**src/rtl/tcm_prot_pkg.sv**
```systemverilog
package tcm_prot_pkg;
  localparam int unsigned ADDR_W  = 32;
  localparam int unsigned SZ_W    = 5;
  localparam int unsigned AP_W    = 3;
  localparam int unsigned NUM_SUB = 8;
  localparam int unsigned SUB_W   = $clog2(NUM_SUB);
  localparam int unsigned LG_W    = $clog2(ADDR_W + 1) + 1;
  localparam logic [SZ_W-1:0] MIN_SIZE = SZ_W'(4);

  localparam logic [AP_W-1:0] AP_NONE   = 3'd0;
  localparam logic [AP_W-1:0] AP_P_RW   = 3'd1;
  localparam logic [AP_W-1:0] AP_P_RW_U = 3'd2;
  localparam logic [AP_W-1:0] AP_FULL   = 3'd3;
  localparam logic [AP_W-1:0] AP_P_RO   = 3'd5;
  localparam logic [AP_W-1:0] AP_ALL_RO = 3'd6;

  typedef struct packed {
    logic              en;
    logic [ADDR_W-1:0] base;
    logic [SZ_W-1:0]   size;
    logic [AP_W-1:0]   ap;
    logic              xn;
    logic [NUM_SUB-1:0] srd;
  } rgn_cfg_t;

  function automatic logic ap_grants(logic [AP_W-1:0] ap, logic priv, logic wr);
    case (ap)
      AP_P_RW:   return priv;
      AP_P_RW_U: return priv | ~wr;
      AP_FULL:   return 1'b1;
      AP_P_RO:   return priv & ~wr;
      AP_ALL_RO: return ~wr;
      default:   return 1'b0;
    endcase
  endfunction
endpackage

```
**src/rtl/tcm_prot_decide.sv**
```systemverilog
module tcm_prot_decide
  import tcm_prot_pkg::*;
#(
  parameter int unsigned NUM_RGN = 16,
  localparam int unsigned IDX_W = $clog2(NUM_RGN)
) (
  input  logic [NUM_RGN-1:0]     hit_vec_i,
  input  rgn_cfg_t [NUM_RGN-1:0] cfg_i,
  input  logic                   ctl_en_i,
  input  logic                   ctl_hfnmi_i,
  input  logic                   ctl_privdef_i,
  input  logic                   req_valid_i,
  input  logic                   req_write_i,
  input  logic                   req_fetch_i,
  input  logic                   req_priv_i,
  input  logic                   req_tcm_i,
  input  logic                   req_hfctx_i,
  output logic                   allow_o,
  output logic                   hit_o,
  output logic [IDX_W-1:0]       hit_idx_o
);
  rgn_cfg_t sel;
  logic     bypass, perm_ok;

  always_comb begin
    hit_o     = 1'b0;
    hit_idx_o = '0;
    // ascending scan: last match is the highest number
    for (int i = 0; i < NUM_RGN; i++) begin
      if (hit_vec_i[i]) begin
        hit_o     = 1'b1;
        hit_idx_o = IDX_W'(i);
      end
    end
    sel     = cfg_i[hit_idx_o];
    perm_ok = ap_grants(sel.ap, req_priv_i, req_write_i & ~req_fetch_i)
              & ~(req_fetch_i & sel.xn);
    bypass  = ~req_valid_i | ~req_tcm_i | ~ctl_en_i | (req_hfctx_i & ~ctl_hfnmi_i);
    allow_o = bypass | (hit_o ? perm_ok : (ctl_privdef_i & req_priv_i));
  end
endmodule

```
**config.mk**
```make
export PLATFORM = sky130hd
export DESIGN_NAME = tcm_prot_decide
export DESIGN_NICKNAME = d
export VERILOG_FILES = /design/src/rtl/tcm_prot_pkg.sv /design/src/rtl/tcm_prot_decide.sv
export SDC_FILE = /design/constraint.sdc
export NUM_CORES = 1
export LEC_CHECK = 0
export BUFFER_PORTS_ARGS = -buffer_cell sky130_fd_sc_hd__buf_2
export CAP_MARGIN = 20
export CORE_AREA = 2 2 322 324
export DETAILED_ROUTE_END_ITERATION = 10
export DIE_AREA = 0 0 324 326
export PLACE_DENSITY = 0.3
export SLEW_MARGIN = 20
export SYNTH_ARGS = -nofsm -noshare
export SYNTH_HDL_FRONTEND = slang
export SYNTH_SLANG_ARGS = --single-unit
```
**constraint.sdc**
```tcl
create_clock -name vclk -period 2.8
set_input_delay 0.56 -clock vclk [all_inputs]
set_output_delay 0.56 -clock vclk [all_outputs]
set_load 0.02 [all_outputs]
```
* Word level (Yosys, flattened, before mapping) *
Cells that the tools add are included.

word-level totals
  logic and storage cells = 59
  output and inout port bits = 6
  bits in registers = 0

cells by class
  equal/unequal tests = 5
  bitwise gates (word level) = 18
  mux-type cells = 35
  order comparisons = 1

operator list
  operator                                                                      number
  50-bit binary-select mux with 4-bit select                                    1
  4-bit two-way mux                                                             14
  1-bit two-way mux                                                             18
  12-bit two-way mux                                                            1
  1-bit NOT                                                                     7
  1-bit AND                                                                     6
  3-bit by 2-bit equality test with 1-bit output, second input constant         2
  3-bit equality test, second input constant                                    2
  4-bit by 5-bit less-than comparator with 1-bit output, second input constant  1
  1-bit OR                                                                      5
  1-bit case mux with 5 select lines                                            1
  3-bit by 1-bit equality test with 1-bit output, second input constant         1

* Depth between registers and ports, before layout *
Gate-level depths: netlist (run 1).

  depth in word-level cells = 22
  mapped depth = 12
  gate-level depth less buffers = 11

* Least setup slack after synthesis (run 1) *
Ideal clock, no wire load.

  kind = input port to output port
  from = input port hit_vec_i[1]
  to = output port allow_o
  data arrival time = 2.434 ns
  buffers on the path = 1
  setup slack = -0.194 ns
  stages = 11
  cells stage by stage = nor2b_1 o211ai_1 a311oi_2 nor2_2 buf_6 mux2i_1 mux2i_1 a21o_1 a21oi_1 o22ai_2 o221ai_2

between the ends
  cells in the longest elaborated chain, start to end = 22
  elaborated cells on any way between the ends = 43
  classes of those cells = eq/ne: 5; mux: 34; bitwise: 4

RTL lines
  what                                                                    RTL line                                   text
  from (decl)                                                             tcm_prot_decide.sv:7                       input logic [NUM_RGN-1:0] hit_vec_i,
  1-bit two-way mux                                                       tcm_prot_decide.sv:30                      if (hit_vec_i[i]) begin
  4-bit two-way mux (14 in series)                                        tcm_prot_decide.sv:30
  50-bit binary-select mux with 4-bit select                              tcm_prot_decide.sv:35                      sel = cfg_i[hit_idx_o];
  12-bit two-way mux (not written as such)                                tcm_prot_decide.sv:35
  3-bit equality test, or another cell as far along                       tcm_prot_pkg.sv:27                         case (ap)
  1-bit case mux with 5 select lines / 1-bit NOT (equally long branches)  tcm_prot_pkg.sv:27, tcm_prot_decide.sv:37
  1-bit AND                                                               tcm_prot_decide.sv:37                      & ~(req_fetch_i & sel.xn);
  1-bit two-way mux (*)                                                   tcm_prot_decide.sv:39                      allow_o = bypass | (hit_o ? perm_ok : (ctl_privdef_i & req_priv_i));
  1-bit OR (*)                                                            tcm_prot_decide.sv:39
  to (decl)                                                               tcm_prot_decide.sv:18                      output logic allow_o,

Mark *: on every way between the ends. The rest lies on a longest branch, timed or not. The select of a mux whose other input is x is not followed.

* Final worst setup path (run 1) *
  from = input port hit_vec_i[6]
  to = output port allow_o

between the ends
  cells in the longest elaborated chain, start to end = 17
  elaborated cells on any way between the ends = 33
  classes of those cells = eq/ne: 5; mux: 24; bitwise: 4

RTL lines
  what                                                                    RTL line
  4-bit two-way mux (10 in series)                                        tcm_prot_decide.sv:30
  50-bit binary-select mux with 4-bit select                              tcm_prot_decide.sv:35
  12-bit two-way mux (not written as such)                                tcm_prot_decide.sv:35
  3-bit equality test, or another cell as far along                       tcm_prot_pkg.sv:27
  1-bit case mux with 5 select lines / 1-bit NOT (equally long branches)  tcm_prot_pkg.sv:27, tcm_prot_decide.sv:37
  1-bit AND                                                               tcm_prot_decide.sv:37
  1-bit two-way mux (*)                                                   tcm_prot_decide.sv:39
  1-bit OR (*)                                                            tcm_prot_decide.sv:39

Marks and branches as above.

==> impl_metrics.toml, run 1 <==
[outcome]
outcome = "finished, violations left"
violations = "setup timing"

[timing]
min_period_over_period_pct = 118.9
tightestPinTransition_ns = 0.3078
max_freq_mhz = 300.3
period_minus_slack_ns = 3.330
slew_viol_final = 0
setup_viol = 1
timing.hold.ws_ns = 1.466
final_hold_viol_count = 0
postLayoutSetupSlackWorst_ns = -0.5301
tns_ns = -0.5301
rsz0062_at_grt = "yes"
slew_headroom_pct = 79.34

[final_layout]
nNetsFinal = 1088
multi_input_area_um2 = 927.1
seq_cell_count = 0
final_cell_mix = "buf_2 (94), buf_4 (32), mux2i_1 (20)"
areaGrowthSynthToFinish_pct = 266.2
drive_gt1_share_pct = 60.15
fillers = 12270
final_common_cell = "buf_2"
regArea_um2 = 0
final_util_pct = 3.407
num-clock-buffers = 0

[yosys]
yosys_warnings = 0
yosys.area_share.adder_pct = 0
syn-cell-area_um2 = 954.7
yosys.area_share.xor_xnor_pct = 0
yosysSeqAreaShare_pct = 0
synth_top_area_cell = "mux2i_1"
synth.distinct_cells = 43
avgSynthCellArea_um2 = 7.020
synth_compound_area_share_pct = 32.90
synth_top_family_by_area = "multiplexers"
synth_top_area_share_pct = 25.16
synthCells = 136
synth.area.top_cells = "mux2i_1 (25%), nand2_1 (5.9%), nor2_1 (5.5%)"
synthMuxAreaShare_pct = 33.03
synthesis.nets = 961
yosys.area_share.simple_pct = 24.77

[global_route]
overflow = 0
use_met1_pct = 3.373
grtUsageMet3_pct = 0.6279
track_usage_pct = 1.669
grt_util_met2_pct = 1.282
antenna_found_initial = 17
grt_busiest_layer = "met1"
grt_pass1_vias = 1568
grt_pass1_wl_mm = 12.17
grt_max_degree = 18

[place]
post-dp-hpwl_mm = 8.585
io_buffers = 95
gp_congestion = 0.6595

[pwr]
p_per_area_mw_per_mm2 = 82.49
p_leak_nw = 0.9804
vdd_ir_drop_max_uv = 33.02
switching_share_pct = 46.22
p_switching_w = 0.0001333
p_int_w = 0.0001551
power_frac_comb_pct = 100.0
p_seq_share_pct = 0
p_clk_share_pct = 0

[floorplanning]
core_area_mm2 = 0.1026
fp.dieW_um = 324
start_util_pct = 0.9304
io_pins = 831
fp.dieH_um = 326
dieArea_mm2 = 0.1056
rows = 118

[setup_path]
start_kind = "input port"
worstSetupPathType = "input port to primary output"
arrival_ns = 2.77
critical_path_required_ns = 2.24
cp-end-kind = "primary output"
cp_max_fo = 17

[routing]
drc_errors = 0
wire_per_inst_um = 5.600
via_per_inst = 0.9313
first_pass_iters = 3
vias = 1532
drtAntennaViolNets = 0
totalWireLength_mm = 9.212
drt_iter0_drc = 34

[clock_network]
hold_buffers = 0

[run]
timing.max_cap.violations = 0

[hold_path]
whs_path_depth = 4
min-delay-path-class = "input port to primary output"
[path summary, 6_finish.rpt]
path,startpoint,to,slack (ns)
worst min-delay path,ctl_privdef_i,allow_o,1.47
worst max-delay path,hit_vec_i[6],allow_o,-0.53
[per-stage QoR]
stage / cells / setup slack (ns) / power [W] / area [um^2]
after global placement: 1639 / -0.6416 / 0.0002780 / 3396
final: 1645 / -0.5301 / 0.0002884 / 3496
after floorplan: 136 / -0.1291 / 0.0001182 / 963.4
after CTS: 1641 / -0.5652 / 0.0002851 / 3442
after detailed placement: 1639 / -0.7131 / 0.0002743 / 3396
after global routing: 1643 / -0.6387 / 0.0003170 / 3491
[metal layers]
layer / part of all wire, % / wire length, um / vias to the layer above
li1: - / - / 779
met1: 68 / 6309 / 616
met2: 20 / 1835 / 117
met3: 11 / 1002 / 10
met4: 0.098 / 9 / 10
met5: 0.59 / 54 / -
[repair_timing]
action	in CTS	in global routing
gates resized for setup	5	11
pin swaps	8	5
endpoints found under the setup margin	1	1
setup buffers	2	0
[cell families (layout without fill, tap and decap cells)]
| family | count (synthesis) | after routing |
|---|---|---|
| AND/OR/NAND/NOR | 49 | 49 |
| other | 0 | 4 |
| AO/OA/AOI/OAI | 42 | 42 |
| buffers and inverters | 15 | 140 |
| multiplexers | 30 | 30 |
[synth_stat cells, types with 2 or more instances]
cell type / number
nor3_1: 2
o21ai_1: 3
nor2b_1: 3
nor4_1: 3
o22ai_1: 4
a31oi_1: 2
a311o_1: 2
o21bai_1: 2
o211ai_1: 2
buf_6: 3
a211oi_1: 3
nor2_2: 3
mux2i_1: 24
a311oi_1: 2
mux2_1: 3
mux2_4: 2
nor2_1: 14
a21oi_1: 8
nand2_1: 15
a21o_1: 4
inv_1: 7
nand2b_1: 2
o2111ai_1: 3
[critical path, cell delays in order]
cell,delay (ns)
buf_2,0.11
buf_4,0.14
nor2_1,0.14
o311ai_2,0.12
a311o_1,0.33
buf_12,0.17
buf_4,0.14
nor2_2,0.09
a311oi_1,0.05
a211oi_1,0.27
a311oi_1,0.09
inv_2,0.07
o2111ai_1,0.12
o221ai_2,0.22
buf_6,0.15
[layout make-up]
cell class	count	area share, %
diodes	4	0.2863
multi-input cells	121	26.52
inverters	9	1.110
well taps	1380	49.39
repair buffers	131	22.69
[power by group through the flow]
stage | clock (W) | sequential [W] | combinational, W
2_1_floorplan | 0 | 0 | 0.000118
3_3_place_gp | 0 | 0 | 0.000278
3_5_place_dp | 0 | 0 | 0.000274
4_1_cts | 0 | 0 | 0.000285
5_1_grt | 0.0000000000955 | 0 | 0.000317
6_report | 0.000000000141 | 0 | 0.000288
Power figures use the tool's default switching activity.
==> run 2, diff against run 1 <==
MAX_ROUTING_LAYER = met4   (was default)
==> impl_metrics.toml, run 2 (same netlist as run 1, synthesis figures left out) <==
[global_route]
track_usage_pct = 1.717
grt_pass1_vias = 1582
grt_pass1_wl_mm = 12.13
grtUsageMet3_pct = 0.6279
grt_util_met2_pct = 1.291
grt_busiest_layer = "met1"
overflow = 0
use_met1_pct = 3.362
antenna_found_initial = 16
grt_max_degree = 18

[final_layout]
drive_gt1_share_pct = 60.15
regArea_um2 = 0
nNetsFinal = 1088
seq_cell_count = 0
final_common_cell = "buf_2"
fillers = 12270
final_cell_mix = "buf_2 (94), buf_4 (32), mux2i_1 (20)"
areaGrowthSynthToFinish_pct = 267.5
finalNonFillerCells = 1650
num-clock-buffers = 0

[timing]
slew_headroom_pct = 78.45
rsz0062_at_grt = "yes"
tightestPinTransition_ns = 0.3211
max_freq_mhz = 299.0
tns_ns = -0.5447
slew_viol_final = 0
min_period_over_period_pct = 119.5
setup_viol = 1
period_minus_slack_ns = 3.345
final_hold_viol_count = 0
postLayoutSetupSlackWorst_ns = -0.5447

[floorplanning]
dieArea_mm2 = 0.1056
fp.dieH_um = 326
rows = 118
core_area_mm2 = 0.1026
io_pins = 831
fp.dieW_um = 324
start_util_pct = 0.9304

[outcome]
outcome = "finished, violations left"
violations = "setup timing"

[routing]
via_per_inst = 0.9224
totalWireLength_mm = 9.213
vias = 1522
drt_iter0_drc = 23
wire_per_inst_um = 5.584
first_pass_iters = 4
drc_errors = 0
drtAntennaViolNets = 0

[setup_path]
arrival_ns = 2.78
start_kind = "input port"
cp-end-kind = "primary output"
critical_path_required_ns = 2.24
worstSetupPathType = "input port to primary output"
cp_max_fo = 17
crit_start = "hit_vec_i[6]"

[run]
timing.max_cap.violations = 0

[pwr]
vdd_ir_drop_max_uv = 33.50
p_leak_nw = 0.9805
p_per_area_mw_per_mm2 = 82.40

[clock_network]
hold_buffers = 0

[place]
placed_cells = 1639
gp_congestion = 0.6670
io_buffers = 95
post-dp-hpwl_mm = 8.585
dp_slack_ns = -0.7131

[hold_path]
whs_path_depth = 4
min-delay-path-class = "input port to primary output"
holdPathEnd = "allow_o"
hp-start = "ctl_privdef_i"
==> run 2: changes by cell type in the layout (fill, tap and decap cells not counted) <==
cell / previous run / this run
diode_2: 4 / 9
==> run 2: metrics by stage <==
step	area [um^2]	hold slack, ns	total power [W]	util [%]
2_1_floorplan	963.4	1.291	0.0001182	-
3_3_place_gp	3396	1.513	0.0002780	3.309
3_5_place_dp	3396	1.511	0.0002743	3.309
4_1_cts	3442	1.488	0.0002851	3.354
5_1_grt	3501	1.489	0.0003169	3.412
6_report	3508	1.469	0.0002891	3.419
==> run 2: metal layers <==
layer	up-vias	part of all wire, %
li1	789	-
met1	616	68
met2	117	20
met3	0	12
met4	0	0
met5	-	0
==> run 2: cell type report <==
| cell class | count | area, um^2 | share of cell area [%] |
|---|---|---|---|
| Antenna cell | 9 | 22.52 | 0.6419 |
| Timing Repair Buffer | 131 | 793.3 | 22.61 |
| Multi-Input combinational cell | 121 | 927.1 | 26.43 |
| Inverter | 9 | 38.79 | 1.106 |
| Tap cell | 1380 | 1727 | 49.22 |
==> run 2: worst max-delay path, cell delays in order <==
cell	delay (ns)
buf_2	0.11
buf_4	0.14
nor2_1	0.14
o311ai_2	0.12
a311o_1	0.33
buf_12	0.17
buf_4	0.14
nor2_2	0.09
a311oi_1	0.05
a211oi_1	0.28
a311oi_1	0.09
inv_2	0.07
o2111ai_1	0.12
o221ai_2	0.22
buf_6	0.15
==> run 2: power breakdown <==
group	switching, W	internal (W)
logic	0.000134	0.000155
clock network	0	0.000000000364
registers	0	0
==> run 2: how the worst max path moves through the flow <==
stage | cells after the start | endpoint | slack (ns)
2_1_floorplan | 11 | allow_o | -0.13
3_3_place_gp | 14 | allow_o | -0.64
3_5_place_dp | 13 | allow_o | -0.71
4_1_cts | 14 | allow_o | -0.57
5_1_grt | 14 | allow_o | -0.64
6_report | 15 | allow_o | -0.54
==> run 2: what timing repair did <==
item / CTS / global route
hold endpoints to repair: 0 / 0
setup endpoints to repair: 1 / 1
buffers inserted: 2 / 0
pin swaps: 8 / 5
resized for setup: 5 / 11
==> run 3, diff against run 2 <==
REMOVE_ABC_BUFFERS = 1   (was default)
==> impl_metrics.toml, run 3 (same netlist as run 1, synthesis figures left out) <==
[routing]
drt_iter0_drc = 24
via_per_inst = 0.9004
drtAntennaViolNets = 0
vias = 1483
wire_per_inst_um = 4.698
first_pass_iters = 4
totalWireLength_mm = 7.737
drc_errors = 0

[final_layout]
areaGrowthSynthToFinish_pct = 268.2
seq_cell_count = 0
drive_gt1_share_pct = 58.62
design_area_mm2 = 0.003515
finalNonFillerCells = 1647
regArea_um2 = 0
final_cell_mix = "buf_2 (94), buf_4 (29), mux2i_1 (22)"
nNetsFinal = 1088
num-clock-buffers = 0
fillers = 12260
final_util_pct = 3.425
final_common_cell = "buf_2"

[timing]
max_freq_mhz = 299.4
min_period_over_period_pct = 119.3
rsz0062_at_grt = "yes"
postLayoutSetupSlackWorst_ns = -0.5406
period_minus_slack_ns = 3.341
tightestPinTransition_ns = 0.2923
final_hold_viol_count = 0
slew_headroom_pct = 80.33
setup_viol = 1
slew_viol_final = 0

[setup_path]
critPathMaxStageDelay_ns = 0.40
path_cells = "buf_2 -> buf_4 -> nor2_1 -> o311ai_1 -> a311o_2 -> clkbuf_16 -> mux2i_1 -> buf_4 -> a21o_1 -> o31a_1 -> o22ai_2 -> o221ai_2 -> buf_6"
worst-path-buf-inv = 5
worstSetupPathType = "input port to primary output"
crit_top_cell = "buf_4"
start_kind = "input port"
critical_path_required_ns = 2.24
cp_max_fo = 8
crit_family = "compound AO/OA/AOI/OAI gates"
cp-end-kind = "primary output"
arrival_ns = 2.78
crit_path_top_delay_cell = "a311o_2"
crit_start = "hit_vec_i[2]"

[floorplanning]
fp.dieH_um = 326
fp.dieW_um = 324
core_area_mm2 = 0.1026
io_pins = 831
start_util_pct = 0.9304
rows = 118
dieArea_mm2 = 0.1056

[pwr]
p_leak_nw = 0.9965
p_per_area_mw_per_mm2 = 89.25
vdd_ir_drop_max_uv = 39.39

[global_route]
overflow = 0
track_usage_pct = 1.404
antenna_found_initial = 2
grt_pass1_vias = 1542
grt_pass1_wl_mm = 10.49
grt_max_degree = 18

[hold_path]
hp-start = "ctl_privdef_i"
min-delay-path-class = "input port to primary output"

[outcome]
outcome = "finished, violations left"
violations = "setup timing"

[run]
timing.max_cap.violations = 0

[clock_network]
hold_buffers = 0
post_cts_buffers = 0

[place]
io_buffers = 95
placed_area_mm2 = 0.003420
gp_congestion = 0.6810
placed_cells = 1640
post-dp-hpwl_mm = 7.085
-- run 3: changes by cell type in the layout (fill, tap and decap cells not counted), sizes merged --
cell    previous run  this run
diode              9         6
buf              131       130
clkbuf             0         1
-- run 3: cell type report --
| type | instances | area (um^2) | share of cell area (%) |
|---|---|---|---|
| inverter | 9 | 38.79 | 1.104 |
| tap | 1380 | 1727 | 49.13 |
| timing repair buffer | 131 | 830.8 | 23.64 |
| multi-input combinational | 121 | 903.4 | 25.70 |
| antenna | 6 | 15.01 | 0.4272 |
-- run 3: routing by layer --
metal | global-route usage (%) | part of all wire, %
met4 | 0 | 0
met2 | 1.226 | 24
met5 | - | 0
met1 | 2.662 | 68
met3 | 0.4290 | 7.6
-- run 3: tightest hold or removal path, stage by stage --
cell      delay [ns]
buf_2           0.07
a31oi_1         0.09
o221ai_2        0.06
buf_6           0.12
-- run 3: final timing paths --
path                       to  slack (ns)  depth (start not counted)
worst max-delay path  allow_o       -0.54                         13
worst min-delay path  allow_o        1.47                          4
-- run 3: report_power, final --
| part | total, W | switching [W] | leakage, nW | internal [W] |
|---|---|---|---|---|
| clock network | 0.000000000131 | 0 | 0.0000380 | 0.000000000131 |
| registers | 0 | 0 | 0 | 0 |
| logic | 0.000314 | 0.000153 | 0.996 | 0.000161 |
-- run 3: repair_timing --
| action | in CTS | in global routing |
|---|---|---|
| resized for setup | 7 | 8 |
| endpoints found under the setup margin | 1 | 1 |
| cloned | 0 | 1 |
| pin swaps | 5 | 7 |
-- run 3: metrics by stage --
| step | hold WS [ns] | TNS (ns) | worst slack (ns) | power (W) |
|---|---|---|---|---|
| 6_report | 1.470 | -0.5406 | -0.5406 | 0.0003137 |
| 4_1_cts | 1.473 | -0.6207 | -0.6207 | 0.0003062 |
| 5_1_grt | 1.492 | -0.7010 | -0.7010 | 0.0003381 |
| 3_3_place_gp | 1.529 | -0.6964 | -0.6964 | 0.0003035 |
| 3_5_place_dp | 1.511 | -0.6421 | -0.6421 | 0.0002979 |
| 2_1_floorplan | 1.291 | -0.6024 | -0.6024 | 0.0001098 |
